### src/rtl/sdr_pwr_pkg.sv
package sdr_pwr_pkg;

    typedef enum logic [2:0] {
        ST_IDLE,
        ST_AREF,
        ST_SREF,
        ST_SRX,
        ST_PDN,
        ST_PDX
    } seq_st_e;

    typedef struct packed {
        logic ras_n;
        logic cas_n;
        logic we_n;
    } cmd_t;

    localparam cmd_t CMD_NOP = '{ras_n: 1'b1, cas_n: 1'b1, we_n: 1'b1};
    localparam cmd_t CMD_REF = '{ras_n: 1'b0, cas_n: 1'b0, we_n: 1'b1};

endpackage

### src/rtl/sdr_idle_timer.sv
// Counts consecutive edges with all banks idle and qualifies them against tRP.
module sdr_idle_timer #(
    parameter int CNT_W = 8
) (
    input  logic             clk,
    input  logic             rst_n,
    input  logic             banks_idle,
    input  logic [CNT_W-1:0] trp_cyc,
    output logic             idle_ok
);
    localparam logic [CNT_W-1:0] CNT_MAX = '1;

    logic [CNT_W-1:0] run_d, run_q;

    always_comb begin
        run_d = run_q;
        if (!banks_idle) begin
            run_d = '0;
        end else if (run_q != CNT_MAX) begin
            run_d = run_q + 1'b1;
        end
    end

    always_ff @(posedge clk) begin
        if (!rst_n) begin
            run_q <= '0;
        end else begin
            run_q <= run_d;
        end
    end

    assign idle_ok = banks_idle && (run_q >= trp_cyc);

endmodule

### src/rtl/sdr_ref_pend.sv
// Saturating count of refresh ticks that still owe an auto refresh.
module sdr_ref_pend #(
    parameter int PEND_W = 4
) (
    input  logic clk,
    input  logic rst_n,
    input  logic tick,
    input  logic discard,
    input  logic serve,
    output logic none_q,
    output logic none_d
);
    localparam logic [PEND_W-1:0] PEND_MAX = '1;

    logic [PEND_W-1:0] owed_d, owed_q;
    logic              add;

    always_comb begin
        add    = tick && !discard && ((owed_q != PEND_MAX) || serve);
        owed_d = owed_q;
        case ({add, serve})
            2'b10:   owed_d = owed_q + 1'b1;
            2'b01:   owed_d = owed_q - 1'b1;
            default: owed_d = owed_q;
        endcase
    end

    always_ff @(posedge clk) begin
        if (!rst_n) begin
            owed_q <= '0;
        end else begin
            owed_q <= owed_d;
        end
    end

    assign none_q = (owed_q == '0);
    assign none_d = (owed_d == '0);

endmodule

### src/rtl/sdr_pwr_seq.sv
// Refresh and power-state sequencer: owns CKE and the command strobes.
module sdr_pwr_seq
    import sdr_pwr_pkg::*;
#(
    parameter int CNT_W  = 8,
    parameter int PD_W   = 16,
    parameter int PEND_W = 4
) (
    input  logic             clk,
    input  logic             rst_n,
    input  logic             refresh_tick,
    input  logic             selfref_req,
    input  logic             pwrdn_req,
    input  logic             banks_idle,
    input  logic [CNT_W-1:0] trp_cyc,
    input  logic [CNT_W-1:0] trc_cyc,
    input  logic [PD_W-1:0]  pd_max_cyc,
    output logic             cke,
    output logic             ras_n,
    output logic             cas_n,
    output logic             we_n,
    output logic             grant,
    output logic             busy
);
    localparam int PDX_W = PD_W + 1;

    typedef struct packed {
        seq_st_e          st;
        logic             cke;
        cmd_t             cmd;
        logic [CNT_W-1:0] tmr;
        logic [PD_W-1:0]  pdc;
        logic             grant;
        logic             busy;
    } seq_regs_t;

    seq_regs_t cur_q, nxt_d;

    logic idle_ok;
    logic none_q, none_d;
    logic serve, discard;
    logic pd_limit;

    sdr_idle_timer #(.CNT_W(CNT_W)) idle_i (
        .clk        (clk),
        .rst_n      (rst_n),
        .banks_idle (banks_idle),
        .trp_cyc    (trp_cyc),
        .idle_ok    (idle_ok)
    );

    sdr_ref_pend #(.PEND_W(PEND_W)) pend_i (
        .clk     (clk),
        .rst_n   (rst_n),
        .tick    (refresh_tick),
        .discard (discard),
        .serve   (serve),
        .none_q  (none_q),
        .none_d  (none_d)
    );

    assign pd_limit = ({1'b0, cur_q.pdc} + PDX_W'(1)) >= {1'b0, pd_max_cyc};

    always_comb begin
        nxt_d   = cur_q;
        nxt_d.cmd = CMD_NOP;
        serve   = 1'b0;
        discard = 1'b0;

        case (cur_q.st)
            ST_IDLE: begin
                if (!none_q && idle_ok) begin
                    serve     = 1'b1;
                    nxt_d.st  = ST_AREF;
                    nxt_d.cmd = CMD_REF;
                    nxt_d.tmr = trc_cyc - 1'b1;
                end else if (selfref_req && idle_ok && none_q) begin
                    nxt_d.st  = ST_SREF;
                    nxt_d.cmd = CMD_REF;
                    nxt_d.cke = 1'b0;
                end else if (pwrdn_req && idle_ok && none_q) begin
                    nxt_d.st  = ST_PDN;
                    nxt_d.cke = 1'b0;
                    nxt_d.pdc = '0;
                end
            end
            ST_AREF, ST_SRX: begin
                if (cur_q.tmr != '0) begin
                    nxt_d.tmr = cur_q.tmr - 1'b1;
                end
                if (cur_q.tmr <= CNT_W'(1)) begin
                    nxt_d.st = ST_IDLE;
                end
            end
            ST_SREF: begin
                discard = 1'b1;
                if (!selfref_req) begin
                    nxt_d.st  = ST_SRX;
                    nxt_d.cke = 1'b1;
                    nxt_d.tmr = trc_cyc - 1'b1;
                end
            end
            ST_PDN: begin
                nxt_d.pdc = cur_q.pdc + 1'b1;
                if (!pwrdn_req || pd_limit) begin
                    nxt_d.st  = ST_PDX;
                    nxt_d.cke = 1'b1;
                end
            end
            ST_PDX: begin
                nxt_d.st = ST_IDLE;
            end
            default: begin
                nxt_d.st  = ST_IDLE;
                nxt_d.cke = 1'b1;
            end
        endcase

        nxt_d.busy  = (nxt_d.st != ST_IDLE);
        nxt_d.grant = (nxt_d.st == ST_IDLE) && none_d && !selfref_req && !pwrdn_req;
    end

    always_ff @(posedge clk) begin
        if (!rst_n) begin
            cur_q.st    <= ST_IDLE;
            cur_q.cke   <= 1'b1;
            cur_q.cmd   <= CMD_NOP;
            cur_q.tmr   <= '0;
            cur_q.pdc   <= '0;
            cur_q.grant <= 1'b0;
            cur_q.busy  <= 1'b0;
        end else begin
            cur_q <= nxt_d;
        end
    end

    assign cke   = cur_q.cke;
    assign ras_n = cur_q.cmd.ras_n;
    assign cas_n = cur_q.cmd.cas_n;
    assign we_n  = cur_q.cmd.we_n;
    assign grant = cur_q.grant;
    assign busy  = cur_q.busy;

endmodule

### config.mk
export PLATFORM = sky130hd
export DESIGN_NAME = sdr_pwr_seq
export DESIGN_NICKNAME = d
export VERILOG_FILES = /design/src/rtl/sdr_pwr_pkg.sv /design/src/rtl/sdr_idle_timer.sv /design/src/rtl/sdr_ref_pend.sv /design/src/rtl/sdr_pwr_seq.sv
export SDC_FILE = /design/constraint.sdc
export NUM_CORES = 1
export LEC_CHECK = 0
export BUFFER_PORTS_ARGS = -buffer_cell sky130_fd_sc_hd__buf_2
export CAP_MARGIN = 20
export CELL_PAD_IN_SITES_DETAIL_PLACEMENT = 1
export CELL_PAD_IN_SITES_GLOBAL_PLACEMENT = 2
export CORE_MARGIN = 3
export CORE_UTILIZATION = 31
export DETAILED_ROUTE_END_ITERATION = 7
export PLACE_DENSITY = 0.79
export SLEW_MARGIN = 20
export SYNTH_ARGS = -nofsm -noshare
export SYNTH_HDL_FRONTEND = slang
export SYNTH_SLANG_ARGS = --single-unit
### constraint.sdc
create_clock -name clk -period 2.9 [get_ports clk]
set_input_delay 0.29 -clock clk [delete_from_list [all_inputs] [get_ports clk]]
set_output_delay 0.29 -clock clk [all_outputs]
set_load 0.01 [all_outputs]
## Word-level counts from Yosys, hierarchy flattened

Index checks and enable logic that the tools add are counted.

| word-level totals | value |
|---|---|
| register bits after elaboration | 45 |
| logic and storage cells | 97 |
| output and inout port bits | 6 |

| operators by class | value |
|---|---|
| equality and inequality tests | 17 |
| add/subtract/negate cells | 7 |
| bitwise gates (word level) | 3 |
| multiplexer cells | 23 |
| magnitude comparators | 3 |
| reduce and logical (&&, ||, !) cells | 33 |

Operator list:

| kind | count |
|---|---|
| 2-to-1 mux 16 bit | 3 |
| one-hot mux 16 bit (2 select lines) | 1 |
| 2-to-1 mux 8 bit | 3 |
| one-hot mux 8 bit (3 select lines) | 1 |
| adder 16 x 1 -> 17 bit (second input constant) | 1 |
| >= comparator 17 x 16 -> 1 bit | 1 |
| adder 16 x 1 -> 16 bit (second input constant) | 1 |
| 2-to-1 mux 4 bit | 4 |
| subtractor 8 x 1 -> 8 bit (second input constant) | 2 |
| != test 2 bit (second input constant) | 7 |
| 2-to-1 mux 3 bit | 4 |
| one-hot mux 3 bit (4 select lines) | 1 |
| logical AND 1 bit | 11 |
| adder 8 x 1 -> 8 bit (second input constant) | 1 |
| >= comparator 8 bit | 1 |
| less-or-equal comparator 8 x 1 -> 1 bit (second input constant) | 1 |
| zero test 4 bit | 2 |
| != test 8 bit (second input constant) | 1 |
| one-hot mux 4 bit (2 select lines) | 1 |
| AND reduction 4 bit | 2 |
| nonzero test 8 bit | 1 |
| == test 3 x 2 -> 1 bit (second input constant) | 2 |
| == test 3 bit (second input constant) | 2 |
| zero test 3 bit | 2 |
| 18 further kinds | 30 |

## Longest topological paths before layout

Gate-level depths: netlist (run 1).

| depth | value |
|---|---|
| word-level depth | 13 |
| gate-level depth with buffers | 16 |
| mapped depth without buffers | 16 |

## By module

From an unflattened synthesis (run 1), not the netlist that was laid out.

| unflattened totals | value |
|---|---|
| cell total of the unflattened synthesis | 426 |
| area total of the unflattened synthesis | 3387.0 µm² |

By module, submodules not included:

| module | times used | area each (µm²) | cells an instance |
|---|---|---|---|
| sdr_pwr_seq | 1 | 2441.1 | 317 |
| sdr_idle_timer | 1 | 573.0 | 67 |
| sdr_ref_pend | 1 | 372.9 | 42 |

## Worst setup path before layout (run 1)

Ideal clock, no wire load.

| path | value |
|---|---|
| path type | reg2reg |
| start point | register idle_i.run_q[0] |
| end point | register grant (netlist name) |
| setup slack | -0.234 ns |
| arrival | 3.031 ns |
| required time | 2.797 ns |
| stages on the path, launching flop included | 17 |
| path through | dfxtp_1 > inv_1 > ha_1 > nand2b_4 > a2111oi_4 > or3_4 > a21o_4 > nand2b_1 > inv_1 > ha_1 > a21o_1 > a21oi_1 > nand2_1 > a211oi_1 > a21oi_1 > xnor2_1 > a2111oi_2 |

| on the way | value |
|---|---|
| cells in the longest elaborated chain, start to end | 13 |
| elaborated cells on any way between the ends | 23 |
| classes of those cells | 1 x order compare; 2 x eq/ne; 7 x mux; 13 x reduce/logical |

RTL lines:

| what | RTL line | RTL |
|---|---|---|
| start: declaration | sdr_idle_timer.sv:13 | `logic [CNT_W-1:0] run_d, run_q;` |
| start signal: assignment | sdr_idle_timer.sv:28 | `run_q <= run_d;` |
| >= comparator 8 bit * | sdr_idle_timer.sv:32 | `assign idle_ok = banks_idle && (run_q >= trp_cyc);` |
| logical AND 1 bit * | sdr_idle_timer.sv:32 |  |
| logical AND 1 bit | sdr_pwr_seq.sv:72 | `if (!none_q && idle_ok) begin` |
| 2-to-1 mux 1 bit | sdr_pwr_seq.sv:72 |  |
| 2-to-1 mux 1 bit | sdr_pwr_seq.sv:70 | `case (cur_q.st)` |
| logical OR 1 bit | sdr_ref_pend.sv:19 | `add = tick && !discard && ((owed_q != PEND_MAX) \|\| serve);` |
| logical AND 1 bit | sdr_ref_pend.sv:19 |  |
| == test 2 x 1 -> 1 bit or == test 2 bit (tied branches) | sdr_ref_pend.sv:21 | `case ({add, serve})` |
| one-hot mux 4 bit (2 select lines) | sdr_ref_pend.sv:21 |  |
| zero test 4 bit | sdr_ref_pend.sv:37 | `assign none_d = (owed_d == '0);` |
| logical AND 1 bit * (3 in series) | sdr_pwr_seq.sv:120 | `nxt_d.grant = (nxt_d.st == ST_IDLE) && none_d && !selfref_req && !pwrdn_req;` |

Mark *: on every way between the ends. The rest lies on a longest branch, timed or not. The select of a mux whose other input is x is not followed.
A chain may end at the register's enable or synchronous reset.

## Worst setup path after layout (run 1)

| path | value |
|---|---|
| start point | register idle_i.run_q[7] |
| end point | register grant (netlist name) |

| on the way | value |
|---|---|
| cells in the longest elaborated chain, start to end | 13 |
| elaborated cells on any way between the ends | 23 |
| classes of those cells | 1 x order compare; 2 x eq/ne; 7 x mux; 13 x reduce/logical |

RTL lines:

| what | RTL line |
|---|---|
| >= comparator 8 bit * | sdr_idle_timer.sv:32 |
| logical AND 1 bit * | sdr_idle_timer.sv:32 |
| logical AND 1 bit | sdr_pwr_seq.sv:72 |
| 2-to-1 mux 1 bit | sdr_pwr_seq.sv:72 |
| 2-to-1 mux 1 bit | sdr_pwr_seq.sv:70 |
| logical OR 1 bit | sdr_ref_pend.sv:19 |
| logical AND 1 bit | sdr_ref_pend.sv:19 |
| == test 2 x 1 -> 1 bit or == test 2 bit (tied branches) | sdr_ref_pend.sv:21 |
| one-hot mux 4 bit (2 select lines) | sdr_ref_pend.sv:21 |
| zero test 4 bit | sdr_ref_pend.sv:37 |
| logical AND 1 bit * (3 in series) | sdr_pwr_seq.sv:120 |

Marks and branches as above.

==> results of run 1 <==
==> worst paths after layout <==
| path | to | slack, ps |
|---|---|---|
| worst max-delay path | grant$_SDFF_PN0_ | -80 |
| worst max register to register | grant$_SDFF_PN0_ | -80 |
| worst min register to register | cur_q[20]$_SDFFE_PN0P_ | 510 |
| worst min-delay path | idle_i.run_q[7]$_SDFFE_PN0P_ | 280 |
==> what timing repair did <==
action                                 4_1_cts  5_1_grt
endpoints found under the hold margin        0        0
setup endpoints to repair                    4       12
setup buffers                                7       10
gates resized for setup                     16       32
pin swaps                                    4       17
==> power by group through the flow <==
stage               sequential (mW)  combinational, mW  clock (mW)
floorplan                     0.613             0.0923           0
global route                  0.599              0.184       0.418
global placement              0.613              0.147           0
detailed placement            0.613              0.153           0
CTS                           0.600              0.159       0.395
finish                        0.598              0.166       0.383
==> through the flow <==
stage	hold WS, ps	utilization [%]
6_report	279.1	43.45
5_1_grt	279.3	43.45
4_1_cts	266.4	41.24
3_5_place_dp	487.7	39.20
3_3_place_gp	482.8	39.20
2_1_floorplan	431.6	-
==> cell usage after synthesis (12+ instances only) <==
cell / n
dfxtp_1: 43
ha_1: 31
inv_1: 37
o21ai_0: 16
nor2b_1: 16
nor3_1: 12
xnor2_1: 16
nor2_1: 41
a21oi_1: 19
nand3_1: 22
nand2_1: 25
==> state kept, by name (all words and copies together) (netlist names) <==
signal	count
ras_n	1
idle_i.run_q	8
cur_q	27
cke	1
pend_i.owed_q	4
grant	1
busy	1
==> worst register-to-register path: cells and delay by family (launching register included) <==
kind                       cells  cell delay [ps]
AOI/OAI and AO/OA              6              960
xor gates and xnor gates       1              160
adders and majority gates      2              450
buffers and inverters          1               70
DFF                            1              360
and+or+nand+nor                5              880
==> final cells by class <==
type                       count  area (µm²)  share of cell area (%)
sequential                    43       879.6                   20.15
tap                          133       166.4                   3.813
multi-input combinational    319        2451                   56.16
timing repair buffer         100       649.4                   14.88
clock buffer                   7       76.32                   1.749
inverter                      37       141.4                   3.240
==> layer usage <==
metal  wire [µm]  vias up
met5           0        -
met4         126        0
met3         282        7
met2        4905       56
met1        4680     1565
li1            -     1636
==> cells by family (layout without fill, tap and decap cells) <==
family	after synthesis	count (layout)	share of synthesized area, %
flip-flops	43	43	26.26
XOR/XNOR	25	25	6.679
other	1	1	0.1144
buffers and inverters	50	144	6.030
multiplexers	5	5	1.908
AND/OR/NAND/NOR	156	156	24.85
AO/OA/AOI/OAI	100	100	21.72
adder cells (fa/ha/maj)	32	32	12.44
==> impl_metrics.env, run 1 <==
export IMPL_htreeDepth=2
export IMPL_critPathTopFamily="compound AO/OA/AOI/OAI gates"
export IMPL_cp_num_buf_inv=1
export IMPL_antenna_found_initial=0
export IMPL_synth_seq_area_share_pct=26.26
export IMPL_outcome="finished, violations left"
export IMPL_clkLatencyLatePin_ps=300
export IMPL_die_h_um=108.8
export IMPL_ys_types=61
export IMPL_finalSetupViolCount=2
export IMPL_cts_buffer_depth=2
export IMPL_power_frac_comb_pct=14.5
export IMPL_pwr_share_clk_pct=33.4
export IMPL_postCtsHoldBufs=0
export IMPL_switchingPower_mw=0.3104
export IMPL_grt_overflow=0
export IMPL_whs_path_depth=2
export IMPL_top_usage_layer="met2"
export IMPL_routabilityCongestion=0.8027
export IMPL_crit_top_cell="ha_4"
export IMPL_drc_errors=0
export IMPL_end_kind="register"
export IMPL_ir_drop_v=0.0001662
export IMPL_stdcell_count=639
export IMPL_drt_initial_drc_count=118
export IMPL_cp_slowest_stage_delay_ps=400
export IMPL_r2r_start="idle_i.run_q[7]$_SDFFE_PN0P_"
export IMPL_grtUsageMet1_pct=21.75
export IMPL_async_flop_share_pct=0
export IMPL_dp_cells=615
export IMPL_track_usage_pct=17.33
export IMPL_synthToLayoutAreaGrowth_pct=33.13
export IMPL_period_minus_slack_ps=2982
export IMPL_grt_start_max_net_pins=37
export IMPL_dpl_instance_area_um2=3938
export IMPL_fp_dieW_um=108.8
export IMPL_grt_pass1_vias=3425
export IMPL_path_clk_slew_ps=90
export IMPL_use_met3_pct=2.250
export IMPL_rsz0062_at_grt="true"
export IMPL_via_per_inst=5.108
export IMPL_crit_fanout=2
export IMPL_netlist_area_um2=3278
export IMPL_synth_top_area_share_pct=26.26
export IMPL_cp_num_cells=15
export IMPL_wire_per_inst_um=15.64
export IMPL_fin_nets=576
export IMPL_startpoint_type="register"
export IMPL_start_util_pct=32.64
export IMPL_max_freq_ghz=0.3353
export IMPL_yosys_area_top_type="dfxtp_1"
export IMPL_p_seq_share_pct=52.1
export IMPL_setup_ws_ps=-81.97
export IMPL_io_pins=44
export IMPL_ant_nets=0
export IMPL_synthCells=412
export IMPL_synth_warnings=0
export IMPL_crit_start="idle_i.run_q[7]$_SDFFE_PN0P_"
export IMPL_max_slew_worst_pin_slew_ps=644.9
export IMPL_synth_edf_count=0
export IMPL_min_period_over_period_pct=102.8
export IMPL_core_area_um2=10040
export IMPL_cp_required_ps=3100
export IMPL_critPathKind="register to register"
export IMPL_final_cell_area_um2=4364
export IMPL_drive_gt1_share_pct=32.21
export IMPL_dp_hpwl_mm=7.453
export IMPL_ctsRootBufferMaster="clkbuf_8"
export IMPL_leakage_nw=1.975
export IMPL_violations="setup timing"
export IMPL_cap_viol_max_count=0
export IMPL_powerDensity_nw_per_um2=262.9
export IMPL_final_setup_skew_ps=5.213
export IMPL_most_common_layout_cells="buf_4 (57), buf_2 (42), nor2_1 (37), inv_1 (36), dfxtp_1 (34)"
export IMPL_arrival_ps=3180
export IMPL_crit_slowest_cell="or3_4"
export IMPL_met2_usage_pct=31.20
export IMPL_cts_sinks=43
export IMPL_p_int_mw=0.8371
export IMPL_routed_wl_mm=9.995
export IMPL_cts_tree="yes"
export IMPL_diodes=0
export IMPL_detail_route_first_pass_iterations=4
export IMPL_syn_num_nets=482
export IMPL_synth_area_leaders="dfxtp_1 (26%), ha_1 (12%), nor2_1 (4.7%), xnor2_1 (4.3%), inv_1 (4.2%)"
export IMPL_slew_viol_final=0
export IMPL_synth_top_flop_cell="dfxtp_1"
export IMPL_post_place_ws_ps=-249.8
export IMPL_die_area_um2=11850
export IMPL_p_total_mw=1.147
export IMPL_fill_cells=1222
export IMPL_grt_first_pass_wirelength_mm=16.27
export IMPL_relSlewSlack_pct=56.85
export IMPL_vias=3264
export IMPL_port_buffers=42
export IMPL_path_cells="ha_4, and3_4, nand3_2, or3_4, a21o_4, nand2b_4, inv_4, ha_4, a21o_1, a21oi_2, nand2_1, a211oi_2, a21oi_1, xnor2_1, a2111oi_2"
export IMPL_hold_path_class="input port to register"
export IMPL_final_common_cell="buf_4"
export IMPL_reg2regPathDepth=15
export IMPL_cts_buffers=5
export IMPL_hp_start="banks_idle"
export IMPL_hold_viol=0
export IMPL_syn_area_per_cell_um2=7.957
export IMPL_setup_tns_ps=-136.0
export IMPL_placementRows=36
export IMPL_swShare_pct=27.05
export IMPL_ys_seq_elements=43
Note: power is estimated with default switching activity, not from simulation.
==> run 2, diff against run 1 <==
--- a/config.mk
+++ b/config.mk
@@ -7,3 +7,3 @@
 export LEC_CHECK = 0
-export BUFFER_PORTS_ARGS = -buffer_cell sky130_fd_sc_hd__buf_2
+export BUFFER_PORTS_ARGS = -buffer_cell sky130_fd_sc_hd__buf_4
 export CAP_MARGIN = 20
@@ -12,5 +12,5 @@
 export CORE_MARGIN = 3
-export CORE_UTILIZATION = 31
+export CORE_UTILIZATION = 37
 export DETAILED_ROUTE_END_ITERATION = 7
-export PLACE_DENSITY = 0.79
+export PLACE_DENSITY = 0.88
 export SLEW_MARGIN = 20
==> constraint.sdc (replaced) <==
create_clock -name clk -period 3.6 [get_ports clk]
set_input_delay 0.36 -clock clk [delete_from_list [all_inputs] [get_ports clk]]
set_output_delay 0.36 -clock clk [all_outputs]
set_load 0.05 [all_outputs]
==> run 2 against run 1 <==
The run now ends clean. Die area decreased by 15%. Wire length decreased by 16%. Sequential power decreased by 19%. Utilization increased by 1.8 points. Worst setup slack improved by 340 ps. First-iteration DRC count decreased by 25%. Highest routed layer unchanged.
==> impl_metrics.env, run 2 (synthesis results as in run 1) <==
export IMPL_routabilityCongestion=0.8475
export IMPL_fill_cells=1091
export IMPL_cp_slowest_stage_delay_ps=400
export IMPL_cp_num_buf_inv=1
export IMPL_final_common_cell="buf_4"
export IMPL_die_h_um=100.1
export IMPL_rsz0062_at_grt="false"
export IMPL_powerDensity_nw_per_um2=241.1
export IMPL_crit_top_cell="a21oi_1"
export IMPL_drc_errors=0
export IMPL_critPathTopFamily="compound AO/OA/AOI/OAI gates"
export IMPL_core_area_um2=8423
export IMPL_min_period_over_period_pct=92.82
export IMPL_cts_buffer_depth=2
export IMPL_max_freq_ghz=0.2993
export IMPL_hold_viol=0
export IMPL_path_cells="ha_4, and3_1, nand3_1, or3_4, a21o_4, nand2b_1, inv_1, ha_1, a21o_1, a21oi_1, nand2_1, a211oi_1, a21oi_1, xnor2_1, a2111oi_2"
export IMPL_start_util_pct=38.92
export IMPL_max_slew_worst_pin_slew_ps=600.9
export IMPL_critPathKind="register to register"
export IMPL_diodes=0
export IMPL_die_area_um2=10030
export IMPL_fin_hold_ws_ps=352.1
export IMPL_grt_overflow=0
export IMPL_drive_gt1_share_pct=16.04
export IMPL_wire_per_inst_um=14.91
export IMPL_arrival_ps=3540
export IMPL_finalSetupViolCount=0
export IMPL_hold_path_class="input port to register"
export IMPL_startpoint_type="register"
export IMPL_cts_buffers=5
export IMPL_crit_fanout=7
export IMPL_grt_start_max_net_pins=39
export IMPL_dp_hpwl_mm=6.546
export IMPL_drt_initial_drc_count=89
export IMPL_setup_tns_ps=0
export IMPL_cts_setup_buffers=0
export IMPL_r2r_start="idle_i.run_q[7]$_SDFFE_PN0P_"
export IMPL_largest_reg_flops=27
export IMPL_path_clk_slew_ps=80
export IMPL_cts_tree="yes"
export IMPL_final_cell_area_um2=3811
export IMPL_fin_nets=524
export IMPL_most_common_layout_cells="buf_4 (48), dfxtp_1 (42), nor2_1 (40), inv_1 (37), ha_1 (29)"
export IMPL_cts_sinks=43
export IMPL_ir_drop_v=0.0001357
export IMPL_port_buffers=42
export IMPL_end_kind="register"
export IMPL_final_setup_skew_ps=2.913
export IMPL_cap_viol_max_count=0
export IMPL_postCtsHoldBufs=0
export IMPL_hp_start="banks_idle"
export IMPL_leakage_nw=1.675
export IMPL_stdcell_count=560
export IMPL_relSlewSlack_pct=59.72
export IMPL_antenna_found_initial=0
export IMPL_htreeDepth=2
export IMPL_regMostFlops="cur_q"
export IMPL_slew_viol_final=0
export IMPL_clkLatencyLatePin_ps=300
export IMPL_via_per_inst=5.413
export IMPL_grt_first_pass_wirelength_mm=14.41
export IMPL_detail_route_first_pass_iterations=4
export IMPL_io_pins=44
export IMPL_vias=3031
export IMPL_dp_cells=552
export IMPL_track_usage_pct=17.22
export IMPL_crit_slowest_cell="dfxtp_1"
export IMPL_synthToLayoutAreaGrowth_pct=16.26
export IMPL_cp_required_ps=3800
export IMPL_ctsResizeCount=0
export IMPL_outcome="finished, final reports clean"
export IMPL_routed_wl_mm=8.351
export IMPL_period_minus_slack_ps=3342
export IMPL_fp_dieW_um=100.1
export IMPL_grt_pass1_vias=3117
export IMPL_top_regs="cur_q x27, idle_i.run_q x8, pend_i.owed_q x4"
export IMPL_ctsRootBufferMaster="clkbuf_8"
export IMPL_dpl_instance_area_um2=3711
export IMPL_ant_nets=0
export IMPL_crit_start="idle_i.run_q[7]$_SDFFE_PN0P_"
export IMPL_placementRows=33
==> run 2: cell types whose count changed in the layout (fill, tap and decap cells not counted), moves of 4 or more <==
cell	change
buf_2	-42
buf_4	-9
dfxtp_1	+8
dfxtp_2	-5
xnor2_1	+5
xnor2_2	-5
ha_1	+4
ha_4	-4
nand3_1	+4
==> run 2: worst paths after layout <==
kind,end,slack (ps),depth (start not counted)
worst max-delay path,grant$_SDFF_PN0_,260,15
worst min-delay path,idle_i.run_q[7]$_SDFFE_PN0P_,350,2
worst min register to register,cke$_SDFFE_PN1P_,490,2
worst max register to register,grant$_SDFF_PN0_,260,15
==> run 2: power breakdown <==
group          switching (mW)  internal (mW)
Clock                   0.170          0.137
Sequential            0.00494          0.479
Combinational          0.0629         0.0653
Total                   0.238          0.681
==> run 2: final cells by class <==
cell class | instances | area (µm²) | share of cell area (%)
Tap cell | 105 | 131.4 | 3.447
Timing Repair Buffer | 48 | 360.3 | 9.455
Clock inverter | 1 | 5.005 | 0.1313
Sequential cell | 43 | 862.1 | 22.62
Inverter | 37 | 138.9 | 3.644
Clock buffer | 7 | 76.32 | 2.003
Multi-Input combinational cell | 319 | 2237 | 58.70
==> run 2: per-layer routing <==
layer | wire, µm | vias up | share of wire (%) | track usage (%)
met3 | 233 | 4 | 2.8 | 2.641
met1 | 4056 | 1457 | 49 | 23.25
li1 | - | 1540 | - | -
met2 | 4006 | 30 | 48 | 29.51
met4 | 55 | 0 | 0.66 | 2.798
met5 | 0 | - | 0 | 0
==> run 2: through the flow <==
step	total power [mW]	setup slack, ps	utilization, %
2_1_floorplan	0.5701	466.0	-
3_3_place_gp	0.6201	205.1	44.06
3_5_place_dp	0.6244	158.6	44.06
4_1_cts	0.9350	210.0	45.02
5_1_grt	0.9680	3.423	45.25
6_report	0.9190	258.4	45.25
==> run 2: worst register-to-register path, stage by stage (launching register included) <==
cell	delay [ps]
dfxtp_1	400
ha_4	320
and3_1	150
nand3_1	110
or3_4	370
a21o_4	270
nand2b_1	180
inv_1	90
ha_1	220
a21o_1	170
a21oi_1	190
nand2_1	80
a211oi_1	210
a21oi_1	80
xnor2_1	150
a2111oi_2	260
==> run 3, diff against run 2 <==
CORE_UTILIZATION = 34   (was 37)
PLACE_DENSITY = 0.82   (was 0.88)
clock period = 3.2 ns   (was 3.6 ns; I/O delays follow)
==> run 3 against run 2 <==
Sequential cell count unchanged. Power increased by 14%. Wire length increased by 4.6%. Sequential share of layout area decreased by 1.3 points. Clock-buffer cell count unchanged. Final cell count increased by 7.3%. Critical path depth unchanged. Clock skew increased by 12 ps. Worst setup slack got worse by 200 ps. Clock power increased by 13%. Utilization decreased by 1.5 points. Critical endpoint unchanged. Largest power group unchanged.
==> impl_metrics.env, run 3 (synthesis results as in run 1) <==
export IMPL_ant_nets=0
export IMPL_crit_fanout=3
export IMPL_htreeDepth=2
export IMPL_crit_top_cell="a21oi_2"
export IMPL_max_freq_ghz=0.3181
export IMPL_p_total_mw=1.043
export IMPL_cp_slowest_stage_delay_ps=400
export IMPL_dpl_instance_area_um2=3861
export IMPL_die_area_um2=10860
export IMPL_outcome="finished, final reports clean"
export IMPL_most_common_layout_cells="buf_4 (65), nor2_1 (41), dfxtp_1 (40), inv_1 (36), ha_1 (28)"
export IMPL_routabilityCongestion=0.7940
export IMPL_wire_per_inst_um=14.53
export IMPL_cap_viol_max_count=0
export IMPL_top_regs="cur_q x27, idle_i.run_q x8, pend_i.owed_q x4"
export IMPL_grt_overflow=0
export IMPL_synthToLayoutAreaGrowth_pct=24.01
export IMPL_relSlewSlack_pct=59.65
export IMPL_core_area_um2=9284
export IMPL_antenna_found_initial=0
export IMPL_dp_hpwl_mm=6.716
export IMPL_postCtsHoldBufs=0
export IMPL_arrival_ps=3350
export IMPL_start_util_pct=35.31
export IMPL_rsz0062_at_grt="true"
export IMPL_path_cells="ha_4, and3_4, nand3_2, or3_4, a21o_4, nand2b_4, inv_2, ha_1, a21o_1, a21oi_2, nand2_1, a211oi_2, a21oi_2, xnor2_2, a2111oi_4"
export IMPL_routed_wl_mm=8.733
export IMPL_final_setup_skew_ps=14.73
export IMPL_dp_cells=592
export IMPL_io_pins=44
export IMPL_grt_pass1_vias=3306
export IMPL_post_place_ws_ps=-132.1
export IMPL_drt_initial_drc_count=101
export IMPL_min_period_over_period_pct=98.23
export IMPL_final_cell_area_um2=4065
export IMPL_setup_ws_ps=56.67
export IMPL_die_h_um=104.2
export IMPL_hold_path_class="input port to register"
export IMPL_drive_gt1_share_pct=21.61
export IMPL_fin_nets=541
export IMPL_vias=3087
export IMPL_detail_route_first_pass_iterations=4
export IMPL_fin_hold_ws_ps=306.9
export IMPL_cts_buffer_depth=2
export IMPL_cts_sinks=43
export IMPL_largest_reg_flops=27
export IMPL_diodes=0
export IMPL_leakage_nw=1.806
export IMPL_grt_first_pass_wirelength_mm=15.28
export IMPL_stdcell_count=601
export IMPL_regMostFlops="cur_q"
export IMPL_cp_required_ps=3410
export IMPL_utilization_pct=43.79
export IMPL_crit_slowest_cell="or3_4"
export IMPL_clkLatencyLatePin_ps=300
export IMPL_period_minus_slack_ps=3143
export IMPL_setup_tns_ps=0
export IMPL_critPathKind="register to register"
export IMPL_hold_viol=0
export IMPL_via_per_inst=5.136
export IMPL_path_clk_slew_ps=90
export IMPL_fill_cells=1178
export IMPL_cts_buffers=5
export IMPL_fp_dieW_um=104.2
export IMPL_cts_tree="yes"
export IMPL_final_common_cell="buf_4"
export IMPL_ir_drop_v=0.0001349
export IMPL_startpoint_type="register"
export IMPL_grt_start_max_net_pins=39
export IMPL_slew_viol_final=0
export IMPL_placementRows=35
export IMPL_drc_errors=0
export IMPL_powerDensity_nw_per_um2=256.6
export IMPL_end_kind="register"
export IMPL_port_buffers=42
export IMPL_finalSetupViolCount=0
export IMPL_ctsRootBufferMaster="clkbuf_8"
export IMPL_track_usage_pct=16.52
export IMPL_max_slew_worst_pin_slew_ps=601.9
==> run 3: cell count changes in the layout (fill, tap and decap cells not counted), moves of 2 or more <==
cell      before  now
ha_4           1    3
a21oi_2        0    2
dfxtp_1       42   40
a211oi_1       3    1
a211oi_2       0    2
a21oi_1       19   17
buf_4         48   65
==> run 3: final timing paths <==
kind	start	endpoint	slack, ps	cells past startpoint
max	idle_i.run_q[6]$_SDFFE_PN0P_	grant$_SDFF_PN0_	60	15
min reg2reg	cke$_SDFFE_PN1P_	cke$_SDFFE_PN1P_	480	2
min	selfref_req	ras_n$_SDFF_PN1_	310	2
max reg2reg	idle_i.run_q[6]$_SDFFE_PN0P_	grant$_SDFF_PN0_	60	15
==> run 3: power by group <==
part	switching, mW	internal, mW
Clock	0.192	0.154
Sequential	0.00428	0.538
Combinational	0.0774	0.0774
==> run 3: layer usage <==
layer,GRT usage [%],routed length (µm),vias up
met3,2.483,229,6
li1,-,-,1565
met5,0,0,-
met2,28.60,4176,49
met1,21.63,4241,1467
met4,3.799,85,0
==> run 3: area by class of cell <==
type,count,area (µm²),share of cell area [%]
timing repair buffer,65,488.0,12.00
inverter,37,138.9,3.416
multi-input combinational,319,2328,57.28
clock inverter,1,5.005,0.1231
sequential,43,867.1,21.33
clock buffer,7,76.32,1.878
tap,129,161.4,3.970
==> run 3: repair_timing <==
item                                    CTS  global route
gates resized for setup                   0            19
setup buffers                             0             1
endpoints found under the setup margin    1             4
gates cloned                              0             0
pin swaps                                 1             5
==> run 3: worst max-delay path, delay by kind of cell, from the launching register on <==
family	cells	cell delay, ps
DFF	1	370
and+or+nand+nor	5	880
adders and majority gates	2	480
buffers and inverters	1	60
AOI/OAI and AO/OA	6	1120
xor gates and xnor gates	1	150
